**config.mk**
```make
export PLATFORM = sky130hd
export DESIGN_NAME = cref_delay_buf
export DESIGN_NICKNAME = d
export VERILOG_FILES = /design/src/rtl/cref_delay_pkg.sv /design/src/rtl/cref_delay_ctrl.sv /design/src/rtl/cref_delay_dpath.sv /design/src/rtl/cref_delay_buf.sv
export SDC_FILE = /design/constraint.sdc
export NUM_CORES = 1
export LEC_CHECK = 0
export BUFFER_PORTS_ARGS = -buffer_cell sky130_fd_sc_hd__buf_4
export CORE_UTILIZATION = 57
export DETAILED_ROUTE_END_ITERATION = 8
export PLACE_DENSITY_LB_ADDON = 0.12
export SKIP_LAST_GASP = 1
export SLEW_MARGIN = 20
export SYNTH_ARGS = -nofsm -noshare
export SYNTH_HDL_FRONTEND = slang
export SYNTH_SLANG_ARGS = --single-unit
```
**constraint.sdc**
```tcl
create_clock -name clk -period 3.4 [get_ports clk]
set_input_delay 0.34 -clock clk [delete_from_list [all_inputs] [get_ports clk]]
set_output_delay 0.34 -clock clk [all_outputs]
set_load 0.05 [all_outputs]
```
**src/rtl/cref_delay_pkg.sv**
```systemverilog
package cref_delay_pkg;

  localparam int unsigned CODE_W   = 3;
  localparam int unsigned CODE_MAX = (1 << CODE_W) - 1;

  typedef struct packed {
    logic wrEn;    // store the incoming sample and reload the output
    logic bypass;  // hand the newest sample straight through
  } bufStrobe_t;

  // Delay in samples for one operating point, clamped to the store span.
  function automatic int unsigned lookupDelay(
    input logic [CODE_W-1:0] vCode,
    input logic [CODE_W-1:0] lCode,
    input int unsigned       baseDelay,
    input int unsigned       voltStep,
    input int unsigned       loadStep,
    input int unsigned       maxDelay
  );
    int unsigned raw;
    raw = baseDelay + voltStep * int'(vCode) + loadStep * (CODE_MAX - int'(lCode));
    return (raw > maxDelay) ? maxDelay : raw;
  endfunction

endpackage

```
**src/rtl/cref_delay_ctrl.sv**
```systemverilog
module cref_delay_ctrl
  import cref_delay_pkg::*;
#(
  parameter int unsigned DEPTH      = 64,
  parameter int unsigned ADDR_W     = 6,
  parameter int unsigned BASE_DELAY = 8,
  parameter int unsigned VOLT_STEP  = 4,
  parameter int unsigned LOAD_STEP  = 4
) (
  input  logic              clk,
  input  logic              rstN,
  input  logic              sampleValid,
  input  logic              zeroCross,
  input  logic [CODE_W-1:0] voltCode,
  input  logic [CODE_W-1:0] loadCode,
  output bufStrobe_t        strb,
  output logic [ADDR_W-1:0] wrAddr,
  output logic [ADDR_W-1:0] rdAddr
);

  localparam logic [ADDR_W-1:0] LAST_ADDR = ADDR_W'(DEPTH - 1);
  localparam logic [ADDR_W:0]   SPAN      = (ADDR_W + 1)'(DEPTH);

  logic [ADDR_W-1:0] wrPtr;
  logic [ADDR_W-1:0] activeDelay;
  logic [ADDR_W-1:0] nextDelay;
  logic              filled;

  assign nextDelay = ADDR_W'(lookupDelay(voltCode, loadCode, BASE_DELAY,
                                         VOLT_STEP, LOAD_STEP, DEPTH - 1));

  always_ff @(posedge clk or negedge rstN) begin
    if (!rstN) begin
      wrPtr       <= '0;
      filled      <= 1'b0;
      activeDelay <= '0;
    end else begin
      if (sampleValid) begin
        wrPtr <= (wrPtr == LAST_ADDR) ? '0 : wrPtr + 1'b1;
        if (wrPtr == LAST_ADDR) filled <= 1'b1;
      end
      if (zeroCross) activeDelay <= nextDelay;
    end
  end

  // Trail the write position by the active delay, modulo DEPTH.
  always_comb begin
    if (wrPtr >= activeDelay)
      rdAddr = wrPtr - activeDelay;
    else
      rdAddr = ADDR_W'({1'b0, wrPtr} + SPAN - {1'b0, activeDelay});
  end

  assign wrAddr      = wrPtr;
  assign strb.wrEn   = sampleValid;
  assign strb.bypass = !filled || (activeDelay == '0);

endmodule

```
**src/rtl/cref_delay_dpath.sv**
```systemverilog
module cref_delay_dpath
  import cref_delay_pkg::*;
#(
  parameter int unsigned DATA_W = 12,
  parameter int unsigned DEPTH  = 64,
  parameter int unsigned ADDR_W = 6
) (
  input  logic              clk,
  input  logic              rstN,
  input  bufStrobe_t        strb,
  input  logic [ADDR_W-1:0] wrAddr,
  input  logic [ADDR_W-1:0] rdAddr,
  input  logic [DATA_W-1:0] sampleIn,
  output logic [DATA_W-1:0] delayOut
);

  logic [DATA_W-1:0] store [DEPTH];

  always_ff @(posedge clk) begin
    if (strb.wrEn) store[wrAddr] <= sampleIn;
  end

  always_ff @(posedge clk or negedge rstN) begin
    if (!rstN)
      delayOut <= '0;
    else if (strb.wrEn)
      delayOut <= strb.bypass ? sampleIn : store[rdAddr];
  end

endmodule

```
**src/rtl/cref_delay_buf.sv**
```systemverilog
module cref_delay_buf
  import cref_delay_pkg::*;
#(
  parameter int unsigned DATA_W     = 12,
  parameter int unsigned DEPTH      = 64,
  parameter int unsigned BASE_DELAY = 8,
  parameter int unsigned VOLT_STEP  = 4,
  parameter int unsigned LOAD_STEP  = 4
) (
  input  logic              clk,
  input  logic              rstN,
  input  logic              sampleValid,
  input  logic [DATA_W-1:0] sampleIn,
  input  logic              zeroCross,
  input  logic [2:0]        voltCode,
  input  logic [2:0]        loadCode,
  output logic [DATA_W-1:0] delayOut
);

  localparam int unsigned ADDR_W = $clog2(DEPTH);

  bufStrobe_t        strb;
  logic [ADDR_W-1:0] wrAddr;
  logic [ADDR_W-1:0] rdAddr;

  cref_delay_ctrl #(
    .DEPTH(DEPTH), .ADDR_W(ADDR_W), .BASE_DELAY(BASE_DELAY),
    .VOLT_STEP(VOLT_STEP), .LOAD_STEP(LOAD_STEP)
  ) u_ctrl (
    .clk(clk), .rstN(rstN), .sampleValid(sampleValid), .zeroCross(zeroCross),
    .voltCode(voltCode), .loadCode(loadCode),
    .strb(strb), .wrAddr(wrAddr), .rdAddr(rdAddr)
  );

  cref_delay_dpath #(
    .DATA_W(DATA_W), .DEPTH(DEPTH), .ADDR_W(ADDR_W)
  ) u_dpath (
    .clk(clk), .rstN(rstN), .strb(strb), .wrAddr(wrAddr), .rdAddr(rdAddr),
    .sampleIn(sampleIn), .delayOut(delayOut)
  );

endmodule

```
; ---- Word level (Yosys, flattened, before mapping)
; Memories as Yosys holds them, arrays and structs flattened.
; Index checks and enable logic that the tools add are counted.
[totals]
ff_bits = 25
memories = 1
ram_bits = 768
[memory_table]
columns = name, depth, word_bits, read_ports, rd_ports_with_merged_regs, wr, line
row1 = u_dpath.store, 64, 12, 1, 0, 1, cref_delay_dpath.sv:17  ; logic [DATA_W-1:0] store [DEPTH];
[classes]
eq_ne = 1
magnitude_cmp = 2
n_mux = 6
reduce_logical = 4
n_addsub = 7
[op_table]
columns = cell, count
row1 = $gt 32x6->1 const B, 1
row2 = $mux 6, 3
row3 = $add 6x1->6 const B, 2
row4 = $mux 12, 1
row5 = $sub 6x6->6, 2
row6 = $add 7x6->8, 1
row7 = $add 4x5->6 const A, 1
row8 = $eq 6x6->1 const B, 1
row9 = $ge 6x6->1, 1
row10 = $logic_not 6->1, 1
row11 = $sub 3x3->4 const A, 1
row12 = $mux 1, 2
row13 = $reduce_and 2->1, 1
row14 = $logic_not 1->1, 1
row15 = $logic_or 1x1->1, 1

; ---- Longest topological paths before layout
; An unclocked memory read counts as a cell.
[depth]
word_depth = 5
mapped_depth = 13
mapped_depth_nobuf = 11

; ---- Modules after synthesis
; A second synthesis with hierarchy kept.
[unflattened]
hier_cells = 1467
hier_area_um2 = 31119.8
[modules_own_cells]
columns = mod, cells_each, seq_area_each_um2, area_per_inst_um2, n_inst
row1 = cref_delay_dpath, 1370, 23362.4, 30250.3, 1
row2 = cref_delay_ctrl, 97, 300.3, 869.6, 1

; ---- Least setup slack after synthesis
; Ideal clock, no wire load.
[synth_timing]
path_kind = reg-to-reg
from = register u_ctrl.wrPtr[0], in the netlist u_ctrl.wrAddr[0]
to = register u_dpath.delayOut[4]
setup_slack_ps = 248
arrival_ps = 3023
period_less_slack_ps = 3152
setup_time_ps = 130
path_stages_with_launch = 13
t_required_ps = 3270
cell_sequence = dfrtp_1 -> clkbuf_1 -> inv_1 -> ha_1 -> inv_1 -> fa_1 -> buf_2 -> clkbuf_1 -> mux4_2 -> mux4_2 -> mux2i_1 -> mux2_2 -> o21ai_1
[synth_between]
elab_chain_len = 5
word_cells_on_any_way = 7
cone_classes = 3 x add/sub / 1 x order compare / 2 x mux / 1 x memory
[synth_lines]
columns = element, line
row1 = start: declaration, cref_delay_ctrl.sv:24  ; logic [ADDR_W-1:0] wrPtr;
row2 = start signal: assignment, cref_delay_ctrl.sv:39  ; wrPtr <= (wrPtr == LAST_ADDR) ? '0 : wrPtr + 1'b1;
row3 = $add 6x1->6, cref_delay_ctrl.sv:51  ; rdAddr = ADDR_W'({1'b0, wrPtr} + SPAN - {1'b0, activeDelay});
row4 = $sub 6x6->6, cref_delay_ctrl.sv:51
row5 = $mux 6 *, cref_delay_ctrl.sv:48  ; if (wrPtr >= activeDelay)
row6 = $mem_v2 64x12 *, n/a
row7 = $mux 12 *, cref_delay_dpath.sv:27  ; delayOut <= strb.bypass ? sampleIn : store[rdAddr];
row8 = end signal: assignment, cref_delay_dpath.sv:27
row9 = end: declaration, cref_delay_dpath.sv:14  ; output logic [DATA_W-1:0] delayOut
; Every way passes the cells marked *; elsewhere a longest branch is shown, timed or not.
; A chain may end at the register's enable or synchronous reset.

; ---- Worst setup path after layout
; Ends and elaborated chain as after synthesis.

==> flow_summary_export.csv <==
group,metric,value,unit
worst_setup_path,required,3.87,ns
job,maxCapViolations,0,
floorplanning,ios,34,
clock_network,cts.path.max_buffers,3,
synthesis,yosys_warnings,0,
worst_setup_path,worst_setup_path_end_kind,"flop",
hold_path,hold_path_class,"input port to flop",
grt,antenna_found_initial,1,
floorplanning,start_util,57.7,%
clock_network,htreeDepth,3,
worst_setup_path,worstSetupPathType,"flop to flop",
worst_setup_path,start_kind,"flop",
synthesis,synth_common_cells,"edfxtp_1, mux4_2, nor2_1",
grt,first_global_vias,14800,
worst_setup_path,crit_chain,"inv_2, ha_4, inv_1, fa_4, buf_12, buf_16, mux4_2, mux4_2, mux2i_4, buf_4, mux2_2, o21ai_1",
worst_setup_path,critPathMaxFanout,18,
sta,maxSlewHeadroom,47.4,%
placement,hpwl,40400,um
layout,fillCellCount,3441,
clock_network,clk_latency,0.63,ns
sta,final.setup_skew,0.0209,ns
route,dr.pass1.iters,5,
layout,seqCellArea,23700,um2
route,finalWirelength,71000,um
floorplanning,rows,85,
floorplanning,die_w,235,um
clock_network,clkSinkCount,792,
sta,max_freq,296,MHz
worst_setup_path,slowest_delay,0.83,ns
clock_network,root_buffer,"clkbuf_16",
sta,finalSetupViolations,0,
synthesis,yosysTopAreaCell,"edfxtp_1",
floorplanning,die_area,55400,um2
placement,numPortBuffers,33,
sta,slew_viol_final,0,
worst_setup_path,crit_buf_inv,5,
synthesis,syn_area,31100,um2
sta,rsz0062_at_grt,"yes",
sta,hold_violations,0,
floorplanning,dieHeight,235,um
synthesis,synth_cell_types,49,
synthesis,synth_edf_count,768,
synthesis,synth_seq_cells,792,
synthesis,ys.flop_type,"edfxtp_1",
grt,grt_first_pass_wirelength,104000,um
power_and_ir_drop,leakagePower,11.6,nW
synthesis,syn-num-nets,1400,
worst_setup_path,slowest_stage,"fa_4",
sta,worst_slew_pin_slew,0.789,ns
synthesis,yosysTopAreaCellShare,74.3,%
power_and_ir_drop,power_density,920,nW/um2
layout,final_area,35800,um2
route,drt-initial-drc-count,2087,
sta,fin_tns_setup,0,ns
floorplanning,core_area,53800,um2
sta,min_period,3.38,ns
grt,gr-total-overflow,0,
clock_network,cts_tree,"built",
grt,grt_usage,26.6,%
route,remaining_drc_errors,0,
synthesis,syn_area_per_cell,22.7,um2
synthesis,synth_most_common_cell,"edfxtp_1",
route,postRouteAntennaNets,0,
layout,nNetsFinal,1586,
clock_network,numCtsBuffers,79,
synthesis,syn_inst,1366,
status,outcome,"finished, final reports clean",
synthesis,seq_area_frac_synth,76.2,%
worst_setup_path,cp_top_family,"multiplexers",
placement,routabilityCongestion,0.822,
placement,place_area,33100,um2
synthesis,async_flop_share,3.03,%
layout,diodes,0,
clock_network,clk_pin_slew,0.06,ns
layout,syn2layout_area_growth,15.4,%
layout,drive_gt1_share,33.1,%
route,vias_per_cell,6.40,
worst_setup_path,cpMostUsedCell,"mux4_2",
grt,grt_max_degree,66,
route,vias,14800,
synthesis,ys_top_cells_by_area,"edfxtp_1, mux4_2, dfrtp_1, nor2_1, mux2i_1",
power_and_ir_drop,ir_drop,656,uV
route,wl_per_cell,30.7,um
sta,finalCritPeriodShare,99.3,%
layout,multi_input_area,7080,um2
worst_setup_path,cp.arrival,3.85,ns
power breakdown:
| group | total (mW) | switching [mW] | leakage [nW] | internal [mW] |
|---|---|---|---|---|
| clock | 8.40 | 3.52 | 1.20 | 4.88 |
| sequential | 11.3 | 0.155 | 7.20 | 11.1 |
| combinational | 13.3 | 6.73 | 3.25 | 6.57 |
registers in the layout, summed over array words and instances (netlist names):
signal,flops
u_ctrl.activeDelay,5
u_ctrl.filled,1
u_dpath.delayOut,12
u_dpath.store,768
u_ctrl.wrAddr,6
placed cells by master (no fill, tap or decap), types with 3 or more instances in the layout:
cell type,n
a31oi_1,12
o21ai_1,13
xor2_1,3
nand2_1,24
bufinv_16,6
buf_4,145
mux2i_2,3
nor2_1,71
mux2_2,3
clkbuf_1,25
nand2b_1,3
and2_1,3
mux2i_1,19
nor2b_1,14
clkinv_2,7
mux2_1,9
mux4_2,238
nor3_2,5
o21ai_0,6
xnor2_1,4
ha_1,9
edfxtp_1,768
buf_12,21
clkbuf_16,82
inv_1,13
clkinv_1,22
buf_16,4
a21o_1,3
nand3_1,9
a21oi_1,6
o211ai_1,4
dfrtp_1,23
repair_timing:
| item | in CTS | in global routing |
|---|---|---|
| endpoints found under the hold margin | 28 | 0 |
| hold buffers | 2 | 0 |
| cloned | 3 | 0 |
| resized for setup | 11 | 9 |
| endpoints found under the setup margin | 3 | 11 |
| pin swaps | 1 | 1 |
| buffers inserted | 5 | 8 |
worst reg2reg max path: cells and delay by family (launching register included):
kind / cells / cell delay [ns]
muxes: 4 / 1.21
adders and majority gates: 2 / 0.95
buffers and inverters: 5 / 0.62
DFF: 1 / 0.39
AOI/OAI and AO/OA: 1 / 0.07
kinds of logic after synthesis:
family | after synthesis | synth area share, %
fa+ha+maj | 12 | 0.532
compound gates | 52 | 1.04
xor+xnor | 9 | 0.338
simple gates | 141 | 2.05
mux | 275 | 18.5
flops | 792 | 76.2
buf+inv | 85 | 1.34
layer usage:
metal	share of wire, %	global-route usage, %
met5	0	0
met4	2.3	8.14
met3	7.5	4.56
met2	47	39.7
met1	43	41.1
area by class of cell:
| cell class | instances | area share, % |
|---|---|---|
| Clock buffer | 107 | 5.99 |
| Clock inverter | 39 | 0.946 |
| Inverter | 15 | 0.157 |
| Multi-Input combinational cell | 489 | 19.7 |
| Sequential cell | 792 | 66.0 |
| Tap cell | 696 | 2.43 |
| Timing Repair Buffer | 175 | 4.68 |
stage by stage:
| stage | worst slack [ns] | util (%) | total power, mW | hold WS (ns) | instances |
|---|---|---|---|---|---|
| after floorplan | 0.248 | - | 19.2 | 0.0444 | 1366 |
| after global placement | -0.0386 | 61.5 | 24.1 | 0.270 | 2150 |
| after detailed placement | -0.0613 | 61.5 | 24.2 | 0.274 | 2150 |
| after CTS | -0.0123 | 66.4 | 33.0 | 0.0728 | 2306 |
| after global routing | -0.0617 | 66.6 | 34.2 | 0.130 | 2313 |
| final | 0.0239 | 66.6 | 33.0 | 0.0933 | 2313 |
final timing paths:
kind                                              end             start  cells after the start  slack (ns)
worst max-delay path              u_dpath.delayOut[4]  u_ctrl.wrAddr[0]                     12        0.02
worst max register to register    u_dpath.delayOut[4]  u_ctrl.wrAddr[0]                     12        0.02
worst min-delay path            u_ctrl.activeDelay[2]       voltCode[0]                      4        0.09
worst min register to register          u_ctrl.filled     u_ctrl.filled                      1        0.48
min in group asynchronous       u_ctrl.activeDelay[3]              rstN                      2        0.17
max in group asynchronous       u_ctrl.activeDelay[1]              rstN                      2        2.94
Note: power is estimated with default switching activity, not from simulation.
